$ cat config.mk
export PLATFORM = sky130hd
export DESIGN_NAME = crit_steer_unit
export DESIGN_NICKNAME = d
export VERILOG_FILES = /design/src/rtl/crit_steer_pkg.sv /design/src/rtl/crit_steer_operand_loc.sv /design/src/rtl/crit_steer_balance.sv /design/src/rtl/crit_steer_unit.sv
export SDC_FILE = /design/constraint.sdc
export NUM_CORES = 1
export LEC_CHECK = 0
export CORE_MARGIN = 2
export CORE_UTILIZATION = 48
export DETAILED_ROUTE_END_ITERATION = 10
export PLACE_DENSITY = 0.92
export REMOVE_ABC_BUFFERS = 1
export SYNTH_ARGS = -nofsm -noshare
export SYNTH_HDL_FRONTEND = slang
export SYNTH_SLANG_ARGS = --single-unit
$ cat constraint.sdc
create_clock -name clk_i -period 1 [get_ports clk_i]
set_input_delay 0.15 -clock clk_i [delete_from_list [all_inputs] [get_ports clk_i]]
set_output_delay 0.15 -clock clk_i [all_outputs]
set_load 0.005 [all_outputs]
$ cat src/rtl/crit_steer_pkg.sv
package crit_steer_pkg;
  typedef enum logic [1:0] {
    POL_BLIND  = 2'd0,
    POL_REG    = 2'd1,
    POL_ACTREG = 2'd2,
    POL_ALT    = 2'd3
  } steer_pol_e;

  typedef struct packed {
    logic stall;
    logic cluster;
  } steer_dec_t;
endpackage

$ cat src/rtl/crit_steer_operand_loc.sv
module crit_steer_operand_loc #(
  parameter int NSRC = 2
) (
  input  logic            active_only_i,
  input  logic [NSRC-1:0] src_vld_i,
  input  logic [NSRC-1:0] src_cluster_i,
  input  logic [NSRC-1:0] src_active_i,
  output logic            in_c0_o,
  output logic            in_c1_o
);
  logic [NSRC-1:0] cnt_src, hit0, hit1;

  for (genvar i = 0; i < NSRC; i++) begin : g_src
    assign cnt_src[i] = src_vld_i[i] & (~active_only_i | src_active_i[i]);
    assign hit0[i]    = cnt_src[i] & ~src_cluster_i[i];
    assign hit1[i]    = cnt_src[i] &  src_cluster_i[i];
  end

  assign in_c0_o = |hit0;
  assign in_c1_o = |hit1;
endmodule

$ cat src/rtl/crit_steer_balance.sv
module crit_steer_balance #(
  parameter int CNT_W      = 6,
  parameter int IMB_THRESH = 8
) (
  input  logic [CNT_W-1:0] free0_i,
  input  logic [CNT_W-1:0] free1_i,
  output logic             full0_o,
  output logic             full1_o,
  output logic             roomier_o,   // cluster with more free entries, 0 on equal
  output logic             imbal_o      // gap exceeds threshold
);
  localparam int DW = CNT_W + 1;
  logic [DW-1:0] gap;

  assign full0_o   = (free0_i == '0);
  assign full1_o   = (free1_i == '0);
  assign roomier_o = (free1_i > free0_i);
  assign gap       = roomier_o ? ({1'b0, free1_i} - {1'b0, free0_i})
                               : ({1'b0, free0_i} - {1'b0, free1_i});
  assign imbal_o   = (gap > DW'(IMB_THRESH));
endmodule

$ cat src/rtl/crit_steer_unit.sv
module crit_steer_unit
  import crit_steer_pkg::*;
#(
  parameter int   NSRC         = 2,
  parameter int   QDEPTH       = 32,
  parameter int   IMB_THRESH   = 8,
  parameter logic CRIT_CLUSTER = 1'b0,
  localparam int  CNT_W        = $clog2(QDEPTH + 1)
) (
  input  logic             clk_i,
  input  logic             rst_ni,
  input  logic             disp_valid_i,
  input  logic             crit_i,
  input  logic [1:0]       mode_i,
  input  logic [NSRC-1:0]  src_vld_i,
  input  logic [NSRC-1:0]  src_cluster_i,
  input  logic [NSRC-1:0]  src_active_i,
  input  logic [CNT_W-1:0] free0_i,
  input  logic [CNT_W-1:0] free1_i,
  output logic             steer_valid_o,
  output logic             steer_cluster_o,
  output logic             stall_o
);
  steer_pol_e pol;
  logic       reg_pol, in_c0, in_c1;
  logic       full0, full1, roomier, imbal;
  logic       pref, pick, crit_room;
  steer_dec_t dec;

  assign pol     = steer_pol_e'(mode_i);
  assign reg_pol = (pol == POL_REG) || (pol == POL_ACTREG);

  crit_steer_operand_loc #(.NSRC(NSRC)) u_loc (
    .active_only_i (pol == POL_ACTREG),
    .src_vld_i     (src_vld_i),
    .src_cluster_i (src_cluster_i),
    .src_active_i  (src_active_i),
    .in_c0_o       (in_c0),
    .in_c1_o       (in_c1)
  );

  crit_steer_balance #(.CNT_W(CNT_W), .IMB_THRESH(IMB_THRESH)) u_bal (
    .free0_i   (free0_i),
    .free1_i   (free1_i),
    .full0_o   (full0),
    .full1_o   (full1),
    .roomier_o (roomier),
    .imbal_o   (imbal)
  );

  assign crit_room = CRIT_CLUSTER ? ~full1 : ~full0;

  always_comb begin
    // operand-location preference
    if (in_c0 && !in_c1)      pref = 1'b0;
    else if (in_c1 && !in_c0) pref = 1'b1;
    else if (in_c0 && in_c1)  pref = crit_i ? CRIT_CLUSTER : roomier;
    else                      pref = roomier;

    if (!reg_pol) begin
      pick = (crit_i && crit_room) ? CRIT_CLUSTER : roomier;
    end else begin
      pick = pref;
      if (pref ? full1 : full0) pick = ~pref;
      else if (imbal && (pref != roomier)) pick = roomier;
    end

    dec.stall   = full0 & full1;
    dec.cluster = pick;
  end

  always_ff @(posedge clk_i or negedge rst_ni) begin
    if (!rst_ni) begin
      steer_valid_o   <= 1'b0;
      steer_cluster_o <= 1'b0;
      stall_o         <= 1'b0;
    end else begin
      steer_valid_o   <= disp_valid_i & ~dec.stall;
      stall_o         <= disp_valid_i &  dec.stall;
      steer_cluster_o <= dec.stall ? 1'b0 : dec.cluster;
    end
  end

  AST_STALL_BOTH_FULL: assert property (@(posedge clk_i) disable iff (!rst_ni)
    disp_valid_i && free0_i == '0 && free1_i == '0 |=> stall_o && !steer_valid_o);

  AST_BLIND_CRIT: assert property (@(posedge clk_i) disable iff (!rst_ni)
    disp_valid_i && !reg_pol && crit_i && (CRIT_CLUSTER ? free1_i != '0 : free0_i != '0)
    |=> steer_valid_o && steer_cluster_o == CRIT_CLUSTER);

  AST_AVOID_FULL: assert property (@(posedge clk_i) disable iff (!rst_ni)
    disp_valid_i && (free0_i == '0) != (free1_i == '0)
    |=> steer_valid_o && steer_cluster_o == $past(free0_i == '0));

  AST_IMBAL_MOVE: assert property (@(posedge clk_i) disable iff (!rst_ni)
    disp_valid_i && reg_pol && free0_i != '0 && 32'(free1_i) > 32'(free0_i) + IMB_THRESH
    |=> steer_cluster_o);

  AST_IDLE: assert property (@(posedge clk_i) disable iff (!rst_ni)
    !disp_valid_i |=> !steer_valid_o && !stall_o);

  AST_EXCL: assert property (@(posedge clk_i) disable iff (!rst_ni)
    !(steer_valid_o && stall_o));
endmodule

==> metrics.md, run 1 <==
| Metric | Value |
|---|---|
| Post-synth EDFFs | `0` |
| Yosys top cell area share | `between 20 and 25%` |
| Cts hold-fix bufs | `0` |
| FF+latch count, synth | `3` |
| # IOs | `27` |
| Post-synth ARST share | `100%` |
| DIE WIDTH | `between 40 and 50 um` |
| Largest cells by area after synthesis | `ha_1 20%, dfrtp_1 9.4%, inv_1 9.4%, fa_1 5.0%, o21ai_0 5.0%` |
| Distinct cells, synth | `36` |
| Status | `aborted with a tool error` |
| Post_cts resized | `between 100 and 150` |
| GPL Wtd Cong | `0.931` |
| Post-Syn Instances | `107` |
| Run Error | `[ERROR DPL-0033] detailed placement checks failed during check placement.` |
| Top-count cell post-synth | `inv_1` |
| DP Worst Slack | `-1.51 ns` |
| CTS max path bufs | `2` |
| Yosys top cell by area | `ha_1` |
| Yosys warns | `0` |
| Exit stage | `clock tree synthesis` |
| Num rows | `14` |
| Syn avg cell area | `around 7.4 um^2` |
| Initial Util | `52.1%` |
| Mapped cell area | `795 um^2` |
| Root Buffer | `clkbuf_4` |
| Clock Sink Count | `3` |
| Main synth FF type | `dfrtp_1` |
| CTS buffer count | `3` |
| H-tree depth | `1` |
| I/O Buffers | `26` |
| Synth cell count leaders | `20 x inv_1, 13 x ha_1, 8 x o21ai_0` |
| Die height | `between 40 and 50 um` |
| Sequential share of the synthesized area | `a little under a tenth` |
| Post CTS Setup Buffer Count | `4` |
| Hpwl dp | `between 2 and 2.5 mm` |
metrics by stage:
| step | area [um^2] | std cells |
|---|---|---|
| after floorplan | 778 | 105 |
| after global placement | 1250 | 173 |
| after detailed placement | 1250 | 173 |
logic make-up after synthesis:
group	after synthesis	synth area share (%)
AND/OR/NAND/NOR	32	23.3
AO/OA/AOI/OAI	31	25.8
buffers and inverters	22	11.5
adder cells (fa/ha/maj)	15	25.5
XOR/XNOR	4	4.41
flip-flops	3	9.45
==> inputs of run 2 (changes only) <==
--- a/config.mk
+++ b/config.mk
@@ -5,10 +5,10 @@
 export SDC_FILE = /design/constraint.sdc
 export NUM_CORES = 1
 export LEC_CHECK = 0
-export CORE_MARGIN = 2
-export CORE_UTILIZATION = 48
+export CORE_AREA = 2 2 63 65
 export DETAILED_ROUTE_END_ITERATION = 10
-export PLACE_DENSITY = 0.92
+export DIE_AREA = 0 0 65 67
+export PLACE_DENSITY_LB_ADDON = 0.15
 export REMOVE_ABC_BUFFERS = 1
 export SYNTH_ARGS = -nofsm -noshare
 export SYNTH_HDL_FRONTEND = slang
==> run 2 against run 1 <==
Effect of this change:
- the flow now finishes, with violations (setup timing)
- synthesized area unchanged
- synthesized cell count unchanged
==> metrics.md, run 2 <==
| Metric | Value |
|---|---|
| Synth Area in Adders | `25.5%` |
| Core Area | `3610 um^2` |
| Area Growth Syn to Fin | `96.7%` |
| WL/cell | `approximately 12 um` |
| CTS tree | `yes` |
| Main synth FF type | `dfrtp_1` |
| Antenna violations before repair | `0` |
| CTS buffer count | `3` |
| # IOs | `27` |
| Fin Setup TNS | `-0.733 ns` |
| Hold Vio Cnt, Final | `0` |
| Max Freq | `slightly below 600 MHz` |
| PD cells | `~770 nW/um^2` |
| Startpoint types | `input pin` |
| Largest net degree at the start of global routing | `9` |
| CP Class | `input pin to register` |
| Post-route minimum period | `between 1.5 and 2 ns` |
| Grt total ovfl | `0` |
| I/O Buffers | `26` |
| Static Leak | `around 0.71 nW` |
| Logic pwr share | `between 60% and 70%` |
| Vias in the first global route | `1010` |
| DP Worst Slack | `-1.47 ns` |
| Vias | `945` |
| Worst Path Max Fanout | `2` |
| Failing checks | `setup timing` |
| Part of the power in the clock network | `between 20% and 30%` |
| Setup crit start | `free1_i[0]` |
| Post-synthesis xor/xnor area fraction | `4.41%` |
| Maximum VDD drop | `181 uV` |
| Largest cells by area after synthesis | `ha_1 20%, dfrtp_1 9.4%, inv_1 9.4%, fa_1 5.0%, o21ai_0 5.0%` |
| Top-count cell post-synth | `inv_1` |
| Main combinational cell family by area after synthesis | `compound AO/OA/AOI/OAI gates` |
| Max Cap Viol | `0` |
| Root Buffer | `clkbuf_8` |
| Most frequent cells in the layout | `25 x buf_4, 15 x inv_1, 9 x clkdlybuf4s50_1` |
| Arr. time, crit path | `1.85 ns` |
| Pins Over Slew Limit | `0` |
| Reg power frac | `about 11%` |
| Drt total wl | `between 2 and 3 mm` |
| Yosys top cell by area | `ha_1` |
| Post-synth EDFFs | `0` |
| Synth cell count leaders | `20 x inv_1, 13 x ha_1, 8 x o21ai_0` |
| First-pass GRT wire length | `4.34 mm` |
| Worst-Margin Slew | `between 0.3 and 0.4 ns` |
| Yosys warns | `0` |
| Psw | `0.405 mW` |
| Cell area after layout | `1560 um^2` |
| FF+latch count, synth | `3` |
| RSZ-0062 raised after global routing | `yes` |
| Pint | `between 0.7 and 0.8 mW` |
| DIE WIDTH | `about 65 um` |
| DRC Markers | `0` |
| DRT Pass-1 Iters | `4` |
| GPL Wtd Cong | `0.785` |
| Sequential share of the synthesized area | `a little under a tenth` |
| Crit path capture type | `register` |
| Commonest non-fill, non-tap cell in the layout | `buf_4` |
| Synth Area in Simple Gates | `23.3%` |
| Via density | `4.48` |
| Initial DRC count | `7` |
| Placed Area | `1290 um^2` |
| Final nets | `around 200` |
| Cts hold-fix bufs | `0` |
| Registers with the most flip-flops | `stall_o: 1 flops, steer_cluster_o: 1 flops, steer_valid_o: 1 flops` |
| Num rows | `22` |
| Multiplexer area fraction after synthesis | `0%` |
| ANT cells | `0` |
| Tcrit/Tclk final | `171%` |
| GR Util All Layers | `around 13%` |
| Compound-Gate Fraction of Synth Area | `between 20% and 30%` |
| Worst Hold Class | `input pin to async pin` |
| Mapped cell area | `around 800 um^2` |
| Final setup viols | `2` |
| Reg clk slew, reported paths | `0.03 ns` |
| Sw Ratio | `about a third` |
| Req. time, crit path | `1.14 ns` |
| Share of cells above drive strength 1 | `between 40% and 50%` |
| Distinct cells, synth | `36` |
| Max_slew headroom | `between 70% and 80%` |
| H-tree depth | `1` |
| Die area | `around 4400 um^2` |
| Yosys top cell area share | `between 20% and 30%` |
| Post-Syn Instances | `around 110` |
| Die height | `approximately 67 um` |
| Status | `finished, violations left` |
| Syn avg cell area | `7.43 um^2` |
| Clock Sink Count | `3` |
| Setup ws final | `-0.714 ns` |
| Post-synth ARST share | `100%` |
| Initial Util | `22.0%` |
| Hpwl dp | `approximately 2.0 mm` |
| CTS max path bufs | `2` |
| Final ANT Viol Nets | `0` |
==> run 2: routing by layer <==
metal / track usage [%] / up-vias / routed length [um]
met2: 26.7 / 23 / 1380
met3: 1.52 / 0 / 118
met4: 3.19 / 0 / 0
met5: 0 / - / 0
li1: - / 488 / -
met1: 13.0 / 434 / 1070
==> run 2: final cells by class <==
class	count	area [um^2]
Clock buffer	4	45.0
Fill cell	380	2040
Inverter	20	77.6
Multi-Input combinational cell	82	842
Sequential cell	3	75.1
Tap cell	48	60.1
Timing Repair Buffer	54	463
==> run 2: critical path, stage by stage <==
cell and delay [ns]:
buf_8 0.10, ha_4 0.16, fa_1 0.54, nand2_1 0.06
o22a_1 0.18, o211ai_2 0.15, a21oi_2 0.05, nor4_2 0.15
o221ai_1 0.14, a21oi_1 0.16
==> run 2: what timing repair did <==
action	CTS	global route
pin swaps	19	7
resized for setup	65	33
setup endpoints to repair	6	4
buffers inserted	3	0
==> run 2: worst paths after layout <==
check,end,slack [ns],cells past startpoint
setup / recovery,steer_cluster_o,-0.71,10
hold / removal,steer_cluster_o,0.12,1
max in group asynchronous,steer_valid_o,0.74,1
min in group clk_i,stall_o,0.39,5
==> run 2: power groups by stage <==
| stage | Combinational (mW) | Clock (mW) | Sequential, mW |
|---|---|---|---|
| finish | 0.720 | 0.348 | 0.133 |
| global route | 0.794 | 0.374 | 0.134 |
| CTS | 0.682 | 0.358 | 0.133 |
| detailed placement | 0.585 | 0 | 0.135 |
| global placement | 0.583 | 0 | 0.135 |
| floorplan | 0.297 | 0 | 0.137 |
==> run 2: per-stage QoR <==
stage / std cells / total power [mW] / util (%) / hold slack (ns)
floorplan: 105 / 0.433 / - / -0.146
global placement: 204 / 0.717 / 35.7 / 0.345
detailed placement: 204 / 0.719 / 35.7 / 0.345
CTS: 211 / 1.17 / 42.3 / 0.117
global route: 211 / 1.30 / 43.3 / 0.121
finish: 211 / 1.20 / 43.3 / 0.117
==> run 2: cells by family after synthesis <==
kind of cell,after synthesis
compound gates,31
xor+xnor,4
fa+ha+maj,15
buf+inv,22
flops,3
simple gates,32
No activity file was read; power rests on OpenSTA's default activity.
==> inputs of run 3 (changes only) <==
--- a/config.mk
+++ b/config.mk
@@ -5,6 +5,7 @@
 export SDC_FILE = /design/constraint.sdc
 export NUM_CORES = 1
 export LEC_CHECK = 0
+export CAP_MARGIN = 40
 export CORE_AREA = 2 2 63 65
 export DETAILED_ROUTE_END_ITERATION = 10
 export DIE_AREA = 0 0 65 67
==> results of run 3 <==
The final DEF is identical to that of run 2; final timing and power are the same.
==> inputs of run 4 (changes only) <==
--- a/config.mk
+++ b/config.mk
@@ -5,7 +5,7 @@
 export SDC_FILE = /design/constraint.sdc
 export NUM_CORES = 1
 export LEC_CHECK = 0
-export CAP_MARGIN = 40
+export CAP_MARGIN = 20
 export CORE_AREA = 2 2 63 65
 export DETAILED_ROUTE_END_ITERATION = 10
 export DIE_AREA = 0 0 65 67
==> constraint.sdc (replaced) <==
create_clock -name clk_i -period 1.8 [get_ports clk_i]
set_input_delay 0.27 -clock clk_i [delete_from_list [all_inputs] [get_ports clk_i]]
set_output_delay 0.27 -clock clk_i [all_outputs]
set_load 0.005 [all_outputs]
==> run 4 against run 3 <==
Effect of this change:
- global-route usage is the same
- hold slack better by 0.12 ns
- via count is 0.63% higher
- count of clock-buffer cells in the layout unchanged
- final area decreased by 1.4%
- flip-flop and latch count unchanged
- utilization shrank 0.62 points
- final cell count unchanged
- clock power fell by 45%
- wire length is 0.78% lower
- worst setup slack gained 0.66 ns
- critical endpoint unchanged
- the run still ends with setup timing left
- non-clock buffer count unchanged
==> metrics.md, run 4 (synthesis gave the netlist of run 2 again) <==
| Metric | Value |
|---|---|
| Status | `finished, violations left` |
| Failing checks | `setup timing` |
| Initial Util | `about 22%` |
| Multi-input gate area | `811 um^2` |
| Antenna violations before repair | `0` |
| Setup crit start | `free0_i[5]` |
| CP Class | `input pin to register` |
| DRC Markers | `0` |
| Fillcell total | `~380` |
| Hold Vio Cnt, Final | `0` |
| WL/cell | `12.0 um` |
| Clock Sink Count | `3` |
| CP max-delay cell | `clkdlybuf4s50_1` |
| ANT cells | `0` |
| Die height | `approximately 67 um` |
| Setup ws final | `-0.0553 ns` |
| DP Worst Slack | `-0.794 ns` |
| Root Buffer | `clkbuf_8` |
| Initial DRC count | `24` |
| Worst path bufs/invs | `4` |
| CTS buffer count | `3` |
| PD cells | `430 nW/um^2` |
| Grt total ovfl | `0` |
| DIE WIDTH | `~65 um` |
| Worst Hold Slack | `around 0.24 ns` |
| H-tree depth | `1` |
| First-pass GRT wire length | `approximately 4.3 mm` |
| Max Freq | `539 MHz` |
| Vias | `approximately 950` |
| Crit path depth | `9` |
| # IOs | `27` |
| Tcrit/Tclk final | `103%` |
| GR Util All Layers | `between 10% and 20%` |
| Final ANT Viol Nets | `0` |
| Post-route minimum period | `about 1.9 ns` |
| Final nets | `203` |
| Placed Area | `~1300 um^2` |
| Sequential cell area | `~75 um^2` |
| Arr. time, crit path | `1.99 ns` |
| Worst-Margin Slew | `between 0.3 and 0.4 ns` |
| Crit path largest cell delay | `around 0.5 ns` |
| Drt total wl | `between 2 and 3 mm` |
| GPL Wtd Cong | `between 0.7 and 0.8` |
| Cell chain of the critical path | `clkdlybuf4s50_1, inv_1, ha_1, inv_1, buf_4, xnor2_1, nor4_2, o221ai_1, a21oi_1` |
| Top cell by count, worst path | `inv_1` |
| Cell area after layout | `1540 um^2` |
| DRT Pass-1 Iters | `4` |
| Largest net degree at the start of global routing | `9` |
| Vias in the first global route | `between 1000 and 1500` |
| Pins Over Slew Limit | `0` |
| Crit path capture type | `register` |
| Hpwl dp | `around 2.0 mm` |
| CTS max path bufs | `2` |
| Die area | `~4400 um^2` |
| Reg clk slew, reported paths | `around 0.030 ns` |
| Num rows | `22` |
| Req. time, crit path | `1.94 ns` |
| Via density | `~4.5` |
| Max Cap Viol | `0` |
| Worst Hold Class | `input pin to async pin` |
| Static Leak | `approximately 0.68 nW` |
| Maximum VDD drop | `slightly below 100 uV` |
| Share of cells above drive strength 1 | `about 40%` |
| Startpoint types | `input pin` |
| CTS tree | `yes` |
| Commonest non-fill, non-tap cell in the layout | `buf_4` |
| Max_slew headroom | `78.9%` |
| Registers with the most flip-flops | `stall_o: 1 flops, steer_cluster_o: 1 flops, steer_valid_o: 1 flops` |
| Area Growth Syn to Fin | `93.9%` |
| Worst Setup EP | `steer_cluster_o` |
| Core Area | `3610 um^2` |
| Most frequent cells in the layout | `28 x buf_4, 15 x inv_1, 14 x clkdlybuf4s50_1` |
| I/O Buffers | `26` |
| Util after Layout | `42.7%` |
| Cts hold-fix bufs | `0` |
| RSZ-0062 raised after global routing | `yes` |
| Final setup viols | `1` |
| Worst Path Max Fanout | `4` |
| Top Family by Delay on Critical Path | `buffers and inverters` |
==> run 4: cell types whose count changed in the layout (fill, tap and decap cells not counted), moves of 2 or more <==
cell and change:
nor2_1 +2, dlygate4sd2_1 +4, dlymetal6s2s_1 -2, clkbuf_2 -6
buf_4 +3, clkdlybuf4s50_1 +5, buf_6 -4, nor4_1 +2
==> run 4: area by class of cell <==
cell class                      count  share of cell area [%]
Tap cell                           48                    3.90
Multi-Input combinational cell     82                    52.6
Timing Repair Buffer               54                    30.6
Clock buffer                        4                    2.92
Inverter                           20                    5.04
Sequential cell                     3                    4.87
==> run 4: how the worst min path moves through the flow <==
stage | startpoint | to | slack [ns] | cells after the start
floorplan | rst_ni | stall_o | -0.03 | 0
finish | rst_ni | steer_cluster_o | 0.24 | 1
CTS | rst_ni | steer_cluster_o | 0.24 | 1
global route | rst_ni | steer_cluster_o | 0.24 | 1
detailed placement | rst_ni | steer_cluster_o | 0.46 | 1
global placement | rst_ni | steer_cluster_o | 0.46 | 1
==> run 4: power breakdown <==
group | leakage (nW) | internal [mW] | switching, mW | total (mW)
registers | 0.0377 | 0.0730 | 0.00102 | 0.0740
clock network | 0.0228 | 0.151 | 0.0422 | 0.193
logic | 0.622 | 0.219 | 0.176 | 0.395
total | 0.682 | 0.443 | 0.219 | 0.662
==> run 4: metal layers <==
metal	vias to the layer above	track usage, %	routed length (um)
met4	0	3.19	0
met3	0	1.52	110
met2	23	26.7	1370
met5	-	0	0
met1	440	13.0	1060
li1	488	-	-
==> run 4: through the flow <==
step	instances	setup TNS, ns	total power, mW
global placement	204	-0.774	0.398
global route	211	-0.168	0.717
finish	211	-0.0553	0.662
CTS	211	-0.0507	0.653
floorplan	105	-0.145	0.241
detailed placement	204	-0.840	0.400
==> run 4: timing repair <==
| item | CTS | global route |
|---|---|---|
| endpoints found under the setup margin | 1 | 1 |
| resized for setup | 60 | 7 |
| pin swaps | 17 | 3 |
| buffers inserted | 3 | 0 |
